### src/rtl/sslv_rx_pkg.sv
// Package: shared types for the serial slave receiver.
// Assumes: nothing beyond the two-state control encoding below.
package sslv_rx_pkg;

    // Receive control state: idle waiting for a dummy read, or receiving.
    typedef enum logic {
        RX_IDLE = 1'b0,
        RX_RECV = 1'b1
    } rx_state_e;

    // Smallest word the length selector can pick.
    localparam int MIN_BITS = 8;

endpackage

### src/rtl/sslv_rx_sync.sv
// Module: sslv_rx_sync
// Brings the asynchronous serial clock and data into the system clock
// domain and flags each rising edge of the serial clock.
// Assumes: the system clock runs at least four times the serial clock, and
// the data is stable around each serial clock rise. The data path has the
// same depth as the clock path, so the bit handed out belongs to the edge.
module sslv_rx_sync #(
    parameter int SYNC_STAGES = 2
) (
    input  logic clk,
    input  logic rst_n,
    input  logic sck,
    input  logic sdi,
    output logic sck_rise,
    output logic sdi_bit
);

    logic [SYNC_STAGES:0]   sck_pipe;
    logic [SYNC_STAGES-1:0] sdi_pipe;

    // Shift the raw inputs through the synchronizer chains.
    always_ff @(posedge clk) begin
        if (!rst_n) begin
            sck_pipe <= '0;
            sdi_pipe <= '0;
        end else begin
            sck_pipe <= {sck_pipe[SYNC_STAGES-1:0], sck};
            sdi_pipe <= {sdi_pipe[SYNC_STAGES-2:0], sdi};
        end
    end

    // Edge detect on the settled serial clock; the data bit has the same delay.
    always_comb begin
        sck_rise = sck_pipe[SYNC_STAGES-1] & ~sck_pipe[SYNC_STAGES];
        sdi_bit  = sdi_pipe[SYNC_STAGES-1];
    end

endmodule

### src/rtl/sslv_rx_shift.sv
// Module: sslv_rx_shift
// Assembles a word most significant bit first and counts its bits. When the
// last bit arrives it flags the word as finished and presents the full word
// on word_out in the same cycle. It then empties itself for the next word.
// Assumes: len_sel stays stable while a word is in progress.
module sslv_rx_shift
    import sslv_rx_pkg::*;
#(
    parameter int MAX_BITS = 16,
    localparam int LEN_W   = $clog2(MAX_BITS - MIN_BITS + 1),
    localparam int CNT_W   = $clog2(MAX_BITS + 1)
) (
    input  logic                clk,
    input  logic                rst_n,
    input  logic                clear,
    input  logic                shift_en,
    input  logic                bit_in,
    input  logic [LEN_W-1:0]    len_sel,
    output logic                word_done,
    output logic [MAX_BITS-1:0] word_out
);

    logic [MAX_BITS-2:0] sreg;
    logic [CNT_W-1:0]    cnt;
    logic                last_bit;
    int                  wlen;

    // Decode the selected word length, capped at the register width.
    always_comb begin
        wlen = MIN_BITS + int'(len_sel);
        if (wlen > MAX_BITS) begin
            wlen = MAX_BITS;
        end
        last_bit  = (int'(cnt) == wlen - 1);
        word_done = shift_en & last_bit;
        word_out  = {sreg, bit_in};
    end

    // Shift one bit per enabled edge; empty the shifter at a word end or on clear.
    always_ff @(posedge clk) begin
        if (!rst_n || clear) begin
            sreg <= '0;
            cnt  <= '0;
        end else if (shift_en) begin
            if (last_bit) begin
                sreg <= '0;
                cnt  <= '0;
            end else begin
                sreg <= word_out[MAX_BITS-2:0];
                cnt  <= cnt + 1'b1;
            end
        end
    end

endmodule

### src/rtl/sslv_rx_ctrl.sv
// Module: sslv_rx_ctrl
// Holds the busy state. A dummy read arms reception. The busy clear strobe
// or a dropped enable ends it at once. A word finishing with continuation
// low ends it after that word.
// Assumes: busy_clr takes priority over rd_strobe in the same cycle.
module sslv_rx_ctrl
    import sslv_rx_pkg::*;
(
    input  logic clk,
    input  logic rst_n,
    input  logic active,
    input  logic rd_strobe,
    input  logic busy_clr,
    input  logic cont_en,
    input  logic sck_rise,
    input  logic word_done,
    output logic busy,
    output logic shift_en,
    output logic clear
);

    rx_state_e state_q;
    rx_state_e state_d;

    // Next-state selection with priority: disable, abort, stop, arm.
    always_comb begin
        state_d = state_q;
        if (!active || busy_clr) begin
            state_d = RX_IDLE;
        end else if (state_q == RX_RECV && word_done && !cont_en) begin
            state_d = RX_IDLE;
        end else if (state_q == RX_IDLE && rd_strobe) begin
            state_d = RX_RECV;
        end
    end

    // Register the control state.
    always_ff @(posedge clk) begin
        if (!rst_n) begin
            state_q <= RX_IDLE;
        end else begin
            state_q <= state_d;
        end
    end

    // Derive the shifter controls from the state and the enables.
    always_comb begin
        busy     = (state_q == RX_RECV);
        shift_en = busy & active & sck_rise & ~busy_clr;
        clear    = ~busy | ~active | busy_clr;
    end

endmodule

### src/rtl/sslv_rx.sv
// Module: sslv_rx (top)
// Clocked serial slave receiver. It synchronizes the external serial
// clock, shifts in words most significant bit first under the control
// state, and latches each finished word into a holding register together
// with a one-cycle completion pulse.
// Assumes: clk is at least four times the serial clock rate; MAX_BITS >= 9.
module sslv_rx
    import sslv_rx_pkg::*;
#(
    parameter int MAX_BITS    = 16,
    parameter int SYNC_STAGES = 2,
    localparam int LEN_W      = $clog2(MAX_BITS - MIN_BITS + 1)
) (
    input  logic                clk,
    input  logic                rst_n,
    input  logic                pwr_en,
    input  logic                rx_en,
    input  logic                cont_en,
    input  logic [LEN_W-1:0]    len_sel,
    input  logic                rd_strobe,
    input  logic                busy_clr,
    input  logic                sck,
    input  logic                sdi,
    output logic [MAX_BITS-1:0] rx_data,
    output logic                rx_done,
    output logic                busy
);

    logic                sck_rise;
    logic                sdi_bit;
    logic                shift_en;
    logic                clear;
    logic                word_done;
    logic [MAX_BITS-1:0] word_out;
    logic                active;

    // Both enables must be set for the receive logic to run.
    always_comb active = pwr_en & rx_en;

    sslv_rx_sync #(.SYNC_STAGES(SYNC_STAGES)) u_sync (
        .clk      (clk),
        .rst_n    (rst_n),
        .sck      (sck),
        .sdi      (sdi),
        .sck_rise (sck_rise),
        .sdi_bit  (sdi_bit)
    );

    sslv_rx_ctrl u_ctrl (
        .clk       (clk),
        .rst_n     (rst_n),
        .active    (active),
        .rd_strobe (rd_strobe),
        .busy_clr  (busy_clr),
        .cont_en   (cont_en),
        .sck_rise  (sck_rise),
        .word_done (word_done),
        .busy      (busy),
        .shift_en  (shift_en),
        .clear     (clear)
    );

    sslv_rx_shift #(.MAX_BITS(MAX_BITS)) u_shift (
        .clk       (clk),
        .rst_n     (rst_n),
        .clear     (clear),
        .shift_en  (shift_en),
        .bit_in    (sdi_bit),
        .len_sel   (len_sel),
        .word_done (word_done),
        .word_out  (word_out)
    );

    // Latch a finished word and pulse completion for one cycle.
    always_ff @(posedge clk) begin
        if (!rst_n) begin
            rx_data <= '0;
            rx_done <= 1'b0;
        end else begin
            rx_done <= word_done;
            if (word_done) begin
                rx_data <= word_out;
            end
        end
    end

endmodule

### config.mk
export PLATFORM = sky130hd
export DESIGN_NAME = sslv_rx
export DESIGN_NICKNAME = d
export VERILOG_FILES = /design/src/rtl/sslv_rx_pkg.sv /design/src/rtl/sslv_rx_sync.sv /design/src/rtl/sslv_rx_shift.sv /design/src/rtl/sslv_rx_ctrl.sv /design/src/rtl/sslv_rx.sv
export SDC_FILE = /design/constraint.sdc
export NUM_CORES = 1
export LEC_CHECK = 0
export ABC_AREA = 1
export CORE_ASPECT_RATIO = 1.75
export CORE_MARGIN = 2
export CORE_UTILIZATION = 35
export CTS_CLUSTER_DIAMETER = 80
export DETAILED_ROUTE_END_ITERATION = 8
export GPL_TIMING_DRIVEN = 0
export PLACE_DENSITY = 0.68
export REMOVE_ABC_BUFFERS = 1
export SETUP_SLACK_MARGIN = 0.1
export SYNTH_ARGS = -nofsm -noshare
export SYNTH_HDL_FRONTEND = slang
export SYNTH_SLANG_ARGS = --single-unit
### constraint.sdc
create_clock -name clk -period 2.3 [get_ports clk]
set_input_delay 0.46 -clock clk [delete_from_list [all_inputs] [get_ports clk]]
set_output_delay 0.46 -clock clk [all_outputs]
set_load 0.02 [all_outputs]
==> impl_metrics.toml, run 1 <==
[yosys]
syn_area_per_cell_um2 = 7.49
synth_edf_count = 0
synth_commonest_cells = "56 x nand2_1, 56 x nor2_1, 43 x dfxtp_1"
yosysSeqAreaShare_pct = 47.3
ys_ff_latch = 43
yosys.area.top_type_share_pct = 47.3
synth_cells = 243
synthDistinctLibCells = 21
yosysWarnings = 0
synth-main-ff-cell = "dfxtp_1"
ys_async_sr_fraction_pct = 0
synth_top_area_cell = "dfxtp_1"
syn-cell-area_mm2 = 0.00182
synth_area_leaders = "dfxtp_1 47%, nand2_1 12%, nor2_1 12%"

[cts]
holdBufCountCts = 0
cts_sinks = 43
cts-htree-levels = 2
path_clk_slew_ns = 0.08
clk_latency_ns = 0.29
cts_tree = "done"
cts_inserted_buffers = 5
clockBufferDepth = 2
ctsRootBufferMaster = "clkbuf_8"

[route]
wl_um = 4490
ant_nets = 0
num_vias = 1627
first_iter_violations = 44
wire_per_inst_um = 13.0
dr.pass1.iters = 4
drc = 0
viasPerCell = 4.70

[worst_setup_path]
ff2ff_path_depth = 6
cp.required_ns = 2.49
arrival_ns = 2.37
cp_max_fo = 8
cp-end-kind = "flip-flop"
worstPathCellList = "buf_8, nor3_4, o21ai_2, ha_2, nand2_2, inv_2, ha_4, a21oi_4, nand3_4, nor2_4, buf_6, nand3_4, nor2_1, nor2_1"
cp-start-kind = "input port"
critical_path_class = "input port to flip-flop"
crit_path_top_delay_cell = "ha_4"
slowest_delay_ns = 0.22

[floorplan]
start_util_pct = 36.6
die_area_mm2 = 0.00582
rows = 34
die_w_um = 58.5
ioPinCount = 31
core_area_mm2 = 0.00498
dieHeight_um = 99.4

[sta]
max_freq_mhz = 457
setup_slack_ns = 0.112
setup_violations = 0
maxSlewViolCount = 0
max_slew_margin_pct = 40.7
holdWs_ns = 0.414
clock_skew_ns = 0.00284
worst_pin_slew_ns = 0.886
hold_viol_final = 0
fin_crit_ns = 2.19
period_share_pct = 95.1
rsz0062_at_grt = "true"

[final_layout]
final_cells = 346
diodes = 0
areaGrowthSynthToFinish_pct = 41.2
seq_area_um2 = 861
multiInputGateArea_um2 = 968
nFillCells = 486
layout-drive-gt1-share_pct = 21.2
fin_util_pct = 51.7
layout.nets = 308

[grt]
grt_use_total_pct = 16.6
grt_pass1_vias = 1692
grt_pass1_wl_um = 7300
grt_max_degree = 24
grt_overflow = 0
antenna_found_initial = 0

[min_path]
min_path_type = "flip-flop to flip-flop"
holdPathStages = 2

[placed_design]
pre_cts_ws_ns = -1.63
gp_congestion = 0.694
portBuffers = 30
hpwl_um = 2210
dp_cells = 318

[power]
leakagePower_uw = 0.00110
power_uw = 1320
p_per_area_mw_per_mm2 = 514
ir_worst_vdd_mv = 0.350

[status]
status = "completed"

[run]
max_cap_viol_count = 0
[layout make-up]
type	instances	area share [%]
clock buffer	6	3.21
clock inverter	1	0.195
inverter	35	5.11
multi-input combinational	161	37.7
sequential	43	33.5
tap	54	2.63
timing repair buffer	46	17.7
[metrics by stage]
stage,area (um2),setup TNS [ns]
CTS,2510,0
detailed placement,2120,-50.58
global route,2570,0
finish,2570,0
global placement,2120,-49.50
floorplan,1760,-11.85
[state kept, by name (all words and copies together) (netlist names)]
register,cells
rx_data,16
rx_done,1
u_ctrl.busy,1
u_shift.cnt,5
u_shift.sreg,15
u_sync.sck_pipe,3
u_sync.sdi_pipe,2
[final timing paths]
path / slack [ns] / startpoint / endpoint
hold / removal: 0.41 / u_sync.sdi_pipe[0]$_SDFF_PN0_ / u_sync.sdi_pipe[1]$_SDFF_PN0_
hold reg to reg: 0.41 / u_sync.sdi_pipe[0]$_SDFF_PN0_ / u_sync.sdi_pipe[1]$_SDFF_PN0_
setup reg to reg: 0.36 / u_shift.cnt[0]$_SDFFE_PP0P_ / u_shift.sreg[2]$_SDFFE_PP0P_
setup / recovery: 0.11 / len_sel[0] / rx_data[8]$_SDFFE_PN0P_
[repair_timing]
action                                  CTS  global route
cloned                                    7             0
resized for setup                        39            25
buffers inserted                         12             2
pin swaps                                13            13
endpoints found under the setup margin   38            38
[where the power goes]
part | switching [uW] | leakage (uW) | internal [uW]
Clock | 243 | 0.0000470 | 236
Sequential | 1.51 | 0.000347 | 748
Combinational | 45.9 | 0.000705 | 47.6
[critical path, delay by kind of cell]
kind	cells	cell delay (ns)
AO/OA/AOI/OAI	2	0.23
buffers and inverters	3	0.30
adder cells (fa/ha/maj)	2	0.43
AND/OR/NAND/NOR	7	0.94
[placed cells by master, fill, tap and decap left out, drive strengths merged]
cell type and count:
nand3 12, inv 35, clkbuf 8, o21ai 4
buf 19, nor2 59, a21oi 3, clkdlybuf4s50 25
dfxtp 43, nand4 2, or2 3, ha 3
nor3 1, xor2 2, xnor2 1, mux2i 14
nand2 57, clkinv 1
[metal layers]
metal	GRT usage, %	wire [um]	share of wire [%]	vias to the layer above
li1	-	-	-	831
met1	16.7	1680	37	755
met2	30.8	2540	56	31
met3	2.60	108	2.4	10
met4	9.30	163	3.6	0
met5	0	0	0	-
[cell families (layout without fill, tap and decap cells)]
kind of cell             count (synthesis)  in the layout  synth area share (%)
buffers and inverters                   44             88                  10.8
AND/OR/NAND/NOR                        129            134                  28.8
AO/OA/AOI/OAI                            7              7                  1.92
adder cells (fa/ha/maj)                  3              3                  2.06
multiplexers                            14             14                  7.70
flip-flops                              43             43                  47.3
XOR/XNOR                                 3              3                  1.44
No activity file was read; power rests on OpenSTA's default activity.
==> run 2, diff against run 1 <==
- GPL_TIMING_DRIVEN: 0 -> unset
==> run 2 against run 1 <==
Sequential cell count is the same. Count of clock-buffer cells in the layout grew 2. Cell area grew 2.5%. Fmax grew 3.1%. Global-route usage shrank 1.6 points.
==> impl_metrics.toml, run 2 (same netlist as run 1, synthesis figures left out) <==
[route]
drc = 0
wire_per_inst_um = 11.8
ant_nets = 0
wl_um = 4170
first_iter_violations = 22
dr.pass1.iters = 4
num_vias = 1600
viasPerCell = 4.55

[final_layout]
layout_commonest_cell = "nor2_1"
finish.instance_area_mm2 = 0.00264
mostFrequentLayoutCells = "55 x nor2_1, 49 x nand2_1, 43 x dfxtp_1"
layout-drive-gt1-share_pct = 21.1
top_register = "rx_data"
final_cells = 352
areaGrowthSynthToFinish_pct = 44.7
top_regs = "rx_data x16, u_shift.sreg x15, u_shift.cnt x5"
layout.nets = 313
diodes = 0
largest_register_ffs = 16

[sta]
clock_skew_ns = 0.00358
max_slew_margin_pct = 81.4
maxSlewViolCount = 0
rsz0062_at_grt = "false"
period_share_pct = 92.2
setup_violations = 0
worst_pin_slew_ns = 0.277
fin_crit_ns = 2.12
max_freq_mhz = 471
setup_tns_ns = 0
hold_viol_final = 0

[power]
internal_power_uw = 1080
p_per_area_mw_per_mm2 = 519
leakagePower_uw = 0.00118
power_uw = 1370
switching_share_pct = 21.3
ir_worst_vdd_mv = 0.458
pwr-share-comb_pct = 7.2
p_sw_uw = 291
power.share.clock_pct = 38.0
seq_power_share_pct = 54.8

[floorplan]
core_area_mm2 = 0.00498
dieHeight_um = 99.4
start_util_pct = 36.6
die_w_um = 58.5
die_area_mm2 = 0.00582
ioPinCount = 31
rows = 34

[cts]
path_clk_slew_ns = 0.08
cts-htree-levels = 2
cts_inserted_buffers = 5
cts_tree = "done"
clockBufferDepth = 2
clk_latency_ns = 0.29
ctsRootBufferMaster = "clkbuf_8"
cts_sinks = 43
holdBufCountCts = 0

[placed_design]
gp_congestion = 0.763
dpl_cell_area_mm2 = 0.00227
hpwl_um = 2590
dp_cells = 331
portBuffers = 30

[grt]
grt_use_total_pct = 15.0
grt_pass1_vias = 1552
grt_max_degree = 23
antenna_found_initial = 0
grt_overflow = 0
grt_pass1_wl_um = 6640

[status]
status = "completed"

[worst_setup_path]
startpoint = "len_sel[3]"
r2r-start = "u_shift.cnt[1]$_SDFFE_PP0P_"
cp.required_ns = 2.49
critical_path_class = "input port to flip-flop"
arrival_ns = 2.32
cp_max_fo = 5
cp-end-kind = "flip-flop"
cp-start-kind = "input port"

[min_path]
min-delay-start = "u_sync.sck_pipe[0]$_SDFF_PN0_"
min_path_type = "flip-flop to flip-flop"

[run]
max_cap_viol_count = 0
[run 2: power by group through the flow]
stage | Combinational, uW | Clock, uW | Sequential (uW)
finish | 98.7 | 519 | 749
global route | 107 | 563 | 749
CTS | 78.6 | 534 | 749
detailed placement | 69.3 | 0 | 767
global placement | 68.1 | 0 | 767
floorplan | 24.3 | 0 | 767
[run 2: area by class of cell]
cell class                      instances  area [um2]
Inverter                               35         131
Timing Repair Buffer                   56         604
Multi-Input combinational cell        156         871
Tap cell                               54        67.6
Fill cell                             455        2340
Sequential cell                        43         861
Clock buffer                            8         100
[run 2: per-layer routing]
metal	vias up	share of wire, %	GRT usage [%]
met2	20	59	28.7
met4	0	2.2	7.51
met1	734	37	14.6
met3	6	2.6	2.73
li1	840	-	-
met5	-	0	0
[run 2: timing repair]
item,4_1_cts,5_1_grt
setup buffers,11,0
setup endpoints to repair,38,38
pin swaps,7,14
hold endpoints to repair,0,0
gates cloned,2,1
resized for setup,21,27
[run 2: stage by stage]
step / hold WS (ns) / utilization [%] / setup slack (ns)
detailed placement: 0.399 / 45.6 / -0.574
finish: 0.413 / 52.9 / 0.179
CTS: 0.417 / 51.1 / 0.117
floorplan: 0.390 / - / -0.503
global route: 0.431 / 52.9 / 0.0727
global placement: 0.399 / 45.6 / -0.496
[run 2: worst max-delay path, stage by stage]
cell             delay, ns
clkdlybuf4s15_1       0.20
inv_2                 0.06
o21ai_2               0.13
ha_2                  0.20
nand2_2               0.05
inv_2                 0.06
ha_4                  0.21
a21oi_4               0.14
nand3_4               0.09
nor2_4                0.14
nand3_4               0.11
buf_12                0.17
buf_16                0.13
nor2_1                0.09
nor2_1                0.06
[run 2: path summary, 6_finish.rpt]
check | to | slack, ns | cells past startpoint
max reg2reg | rx_data[3]$_SDFFE_PN0P_ | 0.71 | 8
min reg2reg | u_sync.sck_pipe[1]$_SDFF_PN0_ | 0.41 | 2
min | u_sync.sck_pipe[1]$_SDFF_PN0_ | 0.41 | 2
max | rx_data[3]$_SDFFE_PN0P_ | 0.18 | 15
